**src/rtl/sdram_col_seq.sv**
```systemverilog
`timescale 1ns/1ps
module sdram_col_seq #(
  parameter int DW     = 16,
  parameter int COL_W  = 4,
  parameter int ADDR_W = 11
) (
  input  logic              clk,
  input  logic              rst_n,
  input  logic              cs_n,
  input  logic              ras_n,
  input  logic              cas_n,
  input  logic              we_n,
  input  logic [1:0]        ba,
  input  logic [ADDR_W-1:0] addr,
  input  logic [DW-1:0]     dq_in,
  input  logic [DW/8-1:0]   dm,
  output logic [DW-1:0]     dq_out,
  output logic              dq_valid
);
  localparam int NB    = DW / 8;
  localparam int WORDS = 4 << COL_W;

  logic cmd_mrs, cmd_rd, cmd_wr, cmd_stop;
  assign cmd_mrs  = !cs_n && !ras_n && !cas_n && !we_n;
  assign cmd_rd   = !cs_n &&  ras_n && !cas_n &&  we_n;
  assign cmd_wr   = !cs_n &&  ras_n && !cas_n && !we_n;
  assign cmd_stop = !cs_n &&  cas_n && !we_n;

  logic [2:0] bl_code;
  logic       il, cl3, wsingle;
  logic       bl_ok, cl_ok;
  assign bl_ok = (addr[2:0] <= 3'd3) || (addr[2:0] == 3'd7);
  assign cl_ok = (addr[6:4] == 3'd2) || (addr[6:4] == 3'd3);

  always_ff @(posedge clk) begin
    if (!rst_n) begin
      bl_code <= '0;
      il      <= 1'b0;
      cl3     <= 1'b0;
      wsingle <= 1'b0;
    end else if (cmd_mrs && bl_ok && cl_ok) begin
      bl_code <= addr[2:0];
      il      <= addr[3];
      cl3     <= addr[4];
      wsingle <= addr[9];
    end
  end

  logic             full;
  logic [COL_W-1:0] lmask;
  assign full  = (bl_code == 3'd7);
  assign lmask = full ? {COL_W{1'b1}} : COL_W'((1 << bl_code) - 1);

  logic             act, e_wr, e_il, e_full;
  logic [1:0]       e_ba;
  logic [COL_W-1:0] e_start, e_cnt, e_mask, e_col;
  logic             handle, rd_issue;

  assign e_col    = (e_start & ~e_mask) |
                    ((e_il ? (e_start ^ e_cnt) : (e_start + e_cnt)) & e_mask);
  assign handle   = act && !(cmd_rd || cmd_wr || cmd_stop);
  assign rd_issue = handle && !e_wr;

  always_ff @(posedge clk) begin
    if (!rst_n) begin
      act     <= 1'b0;
      e_wr    <= 1'b0;
      e_il    <= 1'b0;
      e_full  <= 1'b0;
      e_ba    <= '0;
      e_start <= '0;
      e_cnt   <= '0;
      e_mask  <= '0;
    end else if (cmd_rd || cmd_wr) begin
      act     <= cmd_rd || (!wsingle && (lmask != '0));
      e_wr    <= cmd_wr;
      e_il    <= il && !full;
      e_full  <= full;
      e_ba    <= ba;
      e_start <= addr[COL_W-1:0];
      e_cnt   <= cmd_wr ? COL_W'(1) : '0;
      e_mask  <= lmask;
    end else if (cmd_stop) begin
      act <= 1'b0;
    end else if (act) begin
      e_cnt <= e_cnt + 1'b1;
      if (!e_full && e_cnt == e_mask) act <= 1'b0;
    end
  end

  logic [DW-1:0]      mem [WORDS];
  logic               wr_en;
  logic [COL_W+1:0]   wr_idx;
  assign wr_en  = cmd_wr || (handle && e_wr);
  assign wr_idx = cmd_wr ? {ba, addr[COL_W-1:0]} : {e_ba, e_col};

  always_ff @(posedge clk) begin
    if (!rst_n) begin
      for (int w = 0; w < WORDS; w++) mem[w] <= '0;
    end else if (wr_en) begin
      for (int b = 0; b < NB; b++)
        if (!dm[b]) mem[wr_idx][b*8 +: 8] <= dq_in[b*8 +: 8];
    end
  end

  logic [2:0]    pv;
  logic [DW-1:0] pd [3];

  always_ff @(posedge clk) begin
    if (!rst_n) begin
      pv <= '0;
      for (int s = 0; s < 3; s++) pd[s] <= '0;
    end else begin
      pv    <= {pv[1:0], rd_issue};
      pd[0] <= mem[{e_ba, e_col}];
      pd[1] <= pd[0];
      pd[2] <= pd[1];
    end
  end

  assign dq_valid = cl3 ? pv[2] : pv[1];
  assign dq_out   = !dq_valid ? '0 : (cl3 ? pd[2] : pd[1]);

  logic unused_addr_bits;
  assign unused_addr_bits = ^{addr[ADDR_W-1:10], addr[8:7]};
endmodule


```
**config.mk**
```make
export PLATFORM = sky130hd
export DESIGN_NAME = sdram_col_seq
export DESIGN_NICKNAME = d
export VERILOG_FILES = /design/src/rtl/sdram_col_seq.sv
export SDC_FILE = /design/constraint.sdc
export NUM_CORES = 2
export LEC_CHECK = 0
export CORE_MARGIN = 10
export CORE_UTILIZATION = 55
export DETAILED_ROUTE_END_ITERATION = 8
export PLACE_DENSITY = 0.71
export RECOVER_POWER = 100
export SETUP_SLACK_MARGIN = 0.2
export SLEW_MARGIN = 30
export SYNTH_ARGS = -nofsm -noshare
export SYNTH_HDL_FRONTEND = slang
export SYNTH_SLANG_ARGS = --single-unit
export TNS_END_PERCENT = 50
```
**constraint.sdc**
```tcl
create_clock -name clk -period 3.85 [get_ports clk]
set_input_delay 0.77 -clock clk [delete_from_list [all_inputs] [get_ports clk]]
set_output_delay 0.77 -clock clk [all_outputs]
set_load 0.02 [all_outputs]
```
## Yosys cells after proc, flatten, opt, wreduce, memory -nomap -nowiden

Memories as Yosys holds them, arrays and structs flattened.
Index checks and enable logic that the tools add are counted.

| cells by class | value |
|---|---|
| bitwise operators | 8 |
| order comparisons | 1 |
| reductions and logical operators | 36 |
| $add $sub $neg | 3 |
| multiplexer cells | 30 |
| shift-type cells | 1 |
| equal/unequal tests | 6 |

Operators with widths:

| kind | number |
|---|---|
| 16-bit 2-to-1 mux | 6 |
| 4-bit 2-to-1 mux | 5 |
| 1-bit logical AND | 17 |
| 1-bit 2-to-1 mux | 16 |
| 16-bit OR reduction | 1 |
| 6-bit 2-to-1 mux | 2 |
| 1-bit zero test | 9 |
| 4-bit bitwise AND | 2 |
| 3-bit by 2-bit == test with 1-bit output (second input constant) | 2 |
| 3-bit == test (second input constant) | 2 |
| 1-bit logical OR | 6 |
| 4-bit by 1-bit adder with 4-bit output (second input constant) | 1 |
| 4-bit adder | 1 |
| 4-bit == test | 1 |
| 4-bit inverter | 1 |
| 4-bit OR | 1 |
| 4-bit nonzero test | 1 |
| 1-bit by 3-bit << shifter with 4-bit output (first input constant) | 1 |
| 4-bit by 2-bit subtractor with 4-bit output (second input constant) | 1 |
| 4-bit XOR | 1 |
| 3-bit by 2-bit less-or-equal comparator with 1-bit output (second input constant) | 1 |
| 1-bit OR | 3 |
| 2-bit 2-to-1 mux | 1 |
| 2-bit by 1-bit != test with 1-bit output (second input constant) | 1 |
| 2 further kinds | 2 |

| word-level totals | value |
|---|---|
| RAM bits | 1072 |
| input port bits | 37 |
| register bits after elaboration | 27 |
| word-level logic and storage cells | 100 |
| memories | 2 |

Memory list:

| memory | depth | bits a word | rd ports | clocked after memory_dff | write ports | RTL line | source |
|---|---|---|---|---|---|---|---|
| mem | 64 | 16 | 1 | 0 | 64 | 91 | `logic [DW-1:0] mem [WORDS];` |
| pd | 3 | 16 | 3 | 0 | 3 | 107 | `logic [DW-1:0] pd [3];` |

## Depth between registers and ports, before layout

| logic depth | value |
|---|---|
| depth after elaboration | 15 |
| gate-level depth with buffers | 13 |

## Worst setup path after synthesis

Ideal clock, no wire load.

| timing | value |
|---|---|
| kind | register -> register |
| from | reg e_start[0] |
| to | mem mem[38][0] (enable) |
| stages on the path, launching flop included | 10 |
| arrival | 2.846 ns |
| period minus slack after synthesis | 3.230 ns |
| setup slack | 0.620 ns |
| setup time | 0.384 ns |
| path buffers | 3 |
| cells stage by stage | dfxtp_1 -> ha_1 -> fa_1 -> mux2i_1 -> a21oi_1 -> buf_2 -> buf_4 -> a32oi_1 -> clkbuf_1 -> o21ai_0 |

RTL lines:

| what | RTL line | source |
|---|---|---|
| start: declaration | 56 | `logic [COL_W-1:0] e_start, e_cnt, e_mask, e_col;` |
| start signal: assignment | 80 | `e_start <= addr[COL_W-1:0];` |
| end: declaration | 91 |  |

==> summary.txt <==
Global routing
  • Gr ovfl total: 0
  • Antenna violations before repair: 0
  • Vias in the first global route: 30.93k
  • First-pass GRT wire length: 193,600 um
  • All-layer global routing usage: between 20 and 25%
  • Largest net degree at the start of global routing: 140

Drt
  • Final ANT Viol Nets: 0
  • Wire length per cell: 24.64 um
  • # DRC: 0
  • Vias per Instance: 5.956
  • Starting DRT DRC Count: 3,489
  • Vias: about 31k
  • Routed Wire Length: approximately 130,000 um
  • TritonRoute pass-1 iters: 5

Clocking
  • Hold buffer count at CTS: 0
  • Clk Latency, worst-skew pair: around 0.68 ns
  • H-tree levels: 3
  • CTS tree: yes
  • Root Buffer: clkbuf_16
  • Clk slew on worst S/H paths: ~0.06 ns
  • Clock buffer depth: 3
  • Cts bufs inserted: 110
  • Clock sink count: around 1.1k

Timing
  • Setup-failing EPs final: 0
  • Clk_skew: roughly 0.024 ns
  • Final Slew Violations: 36
  • Slew margin rel.: -15.95%
  • Fin crit share: 98.29%
  • Slew @ Worst Pin: around 1.7 ns
  • Setup TNS: 0 ns
  • Hold Fails Final Rpt: 0
  • Hold WS: 0.4331 ns
  • Min Tclk post-route: about 3.8 ns
  • Final worst setup slack: about 0.066 ns
  • FMAX: approximately 260 MHz
  • RSZ-0062 raised after global routing: true

Final layout
  • Commonest cells after routing, fill and taps aside: 1,024 x edfxtp_1, 668 x and2_0, 394 x and2_1, 249 x nand2_1, 204 x mux2i_1
  • Area delta synth->final: 12.75%
  • Layout cell share with drive strength beyond 1: around 14%
  • FF/Latch Area: roughly 0.032 sq mm
  • # fillers: ~6.8k
  • # nets final: between 3k and 4k
  • Commonest non-fill, non-tap cell in the layout: edfxtp_1
  • Non-filler cells, final: 5,207
  • Area of the multi-input gates: 0.01742 sq mm
  • Fin area: 0.05743 sq mm

Power
  • Reg power frac: roughly half
  • Pint: between 20 and 25 mW
  • Net Sw Power: roughly 5.8 mW
  • Clk pwr share: between 40% and 50%
  • Pleak: ~20 nW
  • PwrDens: 465.9 mW/mm^2
  • Combinational fraction of design power: 6.1%
  • VDD IR-drop max: 0.3574 mV
  • Switching Share: between 20 and 25%

Hold path
  • Hold WC Path Type: reg -> reg

Setup path
  • Critical-path maximum fanout: 35
  • Worst path most repeated cell: clkbuf_1
  • Worst R2R Setup Slack: ~0.18 ns
  • Crit path required time: 4.48 ns
  • CP max stage delay: between 1 and 1.5 ns
  • Crit-path cells: clkbuf_1 -> clkbuf_1 -> and3b_1 -> nand2_1 -> o22a_1 -> nand4_1
  • Critical-path top delay cell: clkbuf_1
  • Critical path type: in -> reg
  • Crit. End Element: flip-flop
  • Startpoint types: input port
  • CP arrival: 4.41 ns

Yosys
  • Ys async rst share: 0%
  • EDFF count, synth: 1,024
  • Mean area per synthesized cell: approximately 14 sq um
  • Post-synth top flop: edfxtp_1
  • Sequential fraction of the synthesis area: around 63%
  • Syn nets: 3,755
  • Mapped Cells: between 3k and 4k
  • Top post-synthesis cells by area: edfxtp_1 60%, and2_1 13%, mux4_2 8.3%, mux2i_1 4.0%, dfxtp_1 2.9%
  • Yosys cell types: between 60 and 70
  • #FFs+latches synth: 1,099
  • Yosys top cell area share: between 60 and 70%
  • Largest area contributor in the netlist: edfxtp_1
  • Mapped Area: just over 0.05 sq mm
  • Syn. warnings: 0

Placed design
  • Pre-CTS setup slack: between 0.05 and 0.06 ns
  • Final GP Congestion: 0.8571
  • Inst Count DP: 4,994
  • Count of port buffers added during placement: 50
  • Area after DPL: between 0.05 and 0.06 sq mm
  • DP HPWL: just over 80,000 um

Floorplan
  • Initial Utilization: between 50 and 60%
  • Row count: about 110
  • # IOs: 54
  • Chip height: approximately 320 um
  • Core region area: 0.09180 sq mm
  • Die outline area: between 0.1 and 0.15 sq mm
  • Die width: between 300 and 400 um

Outcome
  • Failing checks: capacitance limit, slew limit
  • Outcome: complete, but fails checks

Flow run
  • Number of max-cap violations: 1
## power groups by stage
stage	logic [mW]	registers [mW]	clock network, mW
after CTS	1.68	13.5	11.7
after floorplan	0.985	13.7	0
after global placement	1.64	13.8	0
final	1.63	13.5	11.6
after detailed placement	1.67	13.8	0
after global routing	1.72	13.6	12.1
## sequential cells by signal (all words and copies together) (netlist names), 2 cells and up
name,flops
mem,1024
pd,48
e_cnt,4
e_mask,4
e_start,4
bl_code,3
pv,3
e_ba,2
## worst max-delay path: cells and delay by family
| family | cells | cell delay [ns] |
|---|---|---|
| buffers and inverters | 2 | 2.17 |
| and+or+nand+nor | 3 | 1.09 |
| AOI/OAI and AO/OA | 1 | 0.36 |
## cell usage after synthesis (all sizes together) (3+ instances only)
master and n:
and2 1062, edfxtp 1024, nand2 250, mux2i 205, mux4 187, clkbuf 179, nor2 171, o21ai 161
buf 112, dfxtp 75, and3 39, a311oi 38, a21oi 29, nand3 21, a32oi 16, nand4 16
o22a 14, nor2b 12, nor3 10, a21boi 9, a2bb2oi 8, a31oi 7, nand2b 6, ha 5
a22oi 4, inv 4, nor3b 4, xnor2 4, xor2 3
## logic make-up (layout without fill, tap and decap cells)
logic type | Yosys count | in the layout | share of synthesized area, %
other cells | 0 | 1 | 0
flops | 1099 | 1099 | 63.31
compound gates | 309 | 309 | 3.861
buf+inv | 295 | 546 | 2.562
mux | 394 | 394 | 12.37
simple gates | 1602 | 1602 | 17.61
fa+ha+maj | 6 | 6 | 0.1621
xor+xnor | 7 | 7 | 0.1204
## area by class of cell
cell class,count,share of cell area (%)
timing repair buffer,333,3.874
multi-input combinational,2318,30.33
inverter,4,0.02614
antenna,1,0.004357
sequential,1099,56.16
clock buffer,147,5.558
tap,1243,2.708
clock inverter,62,1.344
## final timing paths
path              startpoint    endpoint  depth (start not counted)
setup / recovery       rst_n   pd[0][12]                          6
hold / removal      pd[0][8]   pd[0][24]                          1
setup reg to reg  e_start[0]  mem[9][14]                          9
hold reg to reg     pd[0][8]   pd[0][24]                          1
## through the flow
stage	total power, mW	util [%]
after global routing	27.44	62.56
final	26.76	62.56
after global placement	15.42	58.81
after CTS	26.90	63.17
after detailed placement	15.46	58.82
after floorplan	14.72	-
## metal layers
layer / up-vias / part of all wire [%] / global-route usage (%) / wire, um
li1: 13760 / - / - / -
met1: 15610 / 40 / 32.72 / 50950
met2: 1407 / 48 / 39.05 / 61790
met3: 238 / 8.5 / 3.558 / 10950
met4: 0 / 3.6 / 8.850 / 4585
met5: - / 0 / 0 / 0
## timing repair
item	CTS	global route
setup buffers	2	0
endpoints found under the setup margin	2	31
gates resized for setup	0	5
pin swaps	1	0
Note: power is estimated with default switching activity, not from simulation.
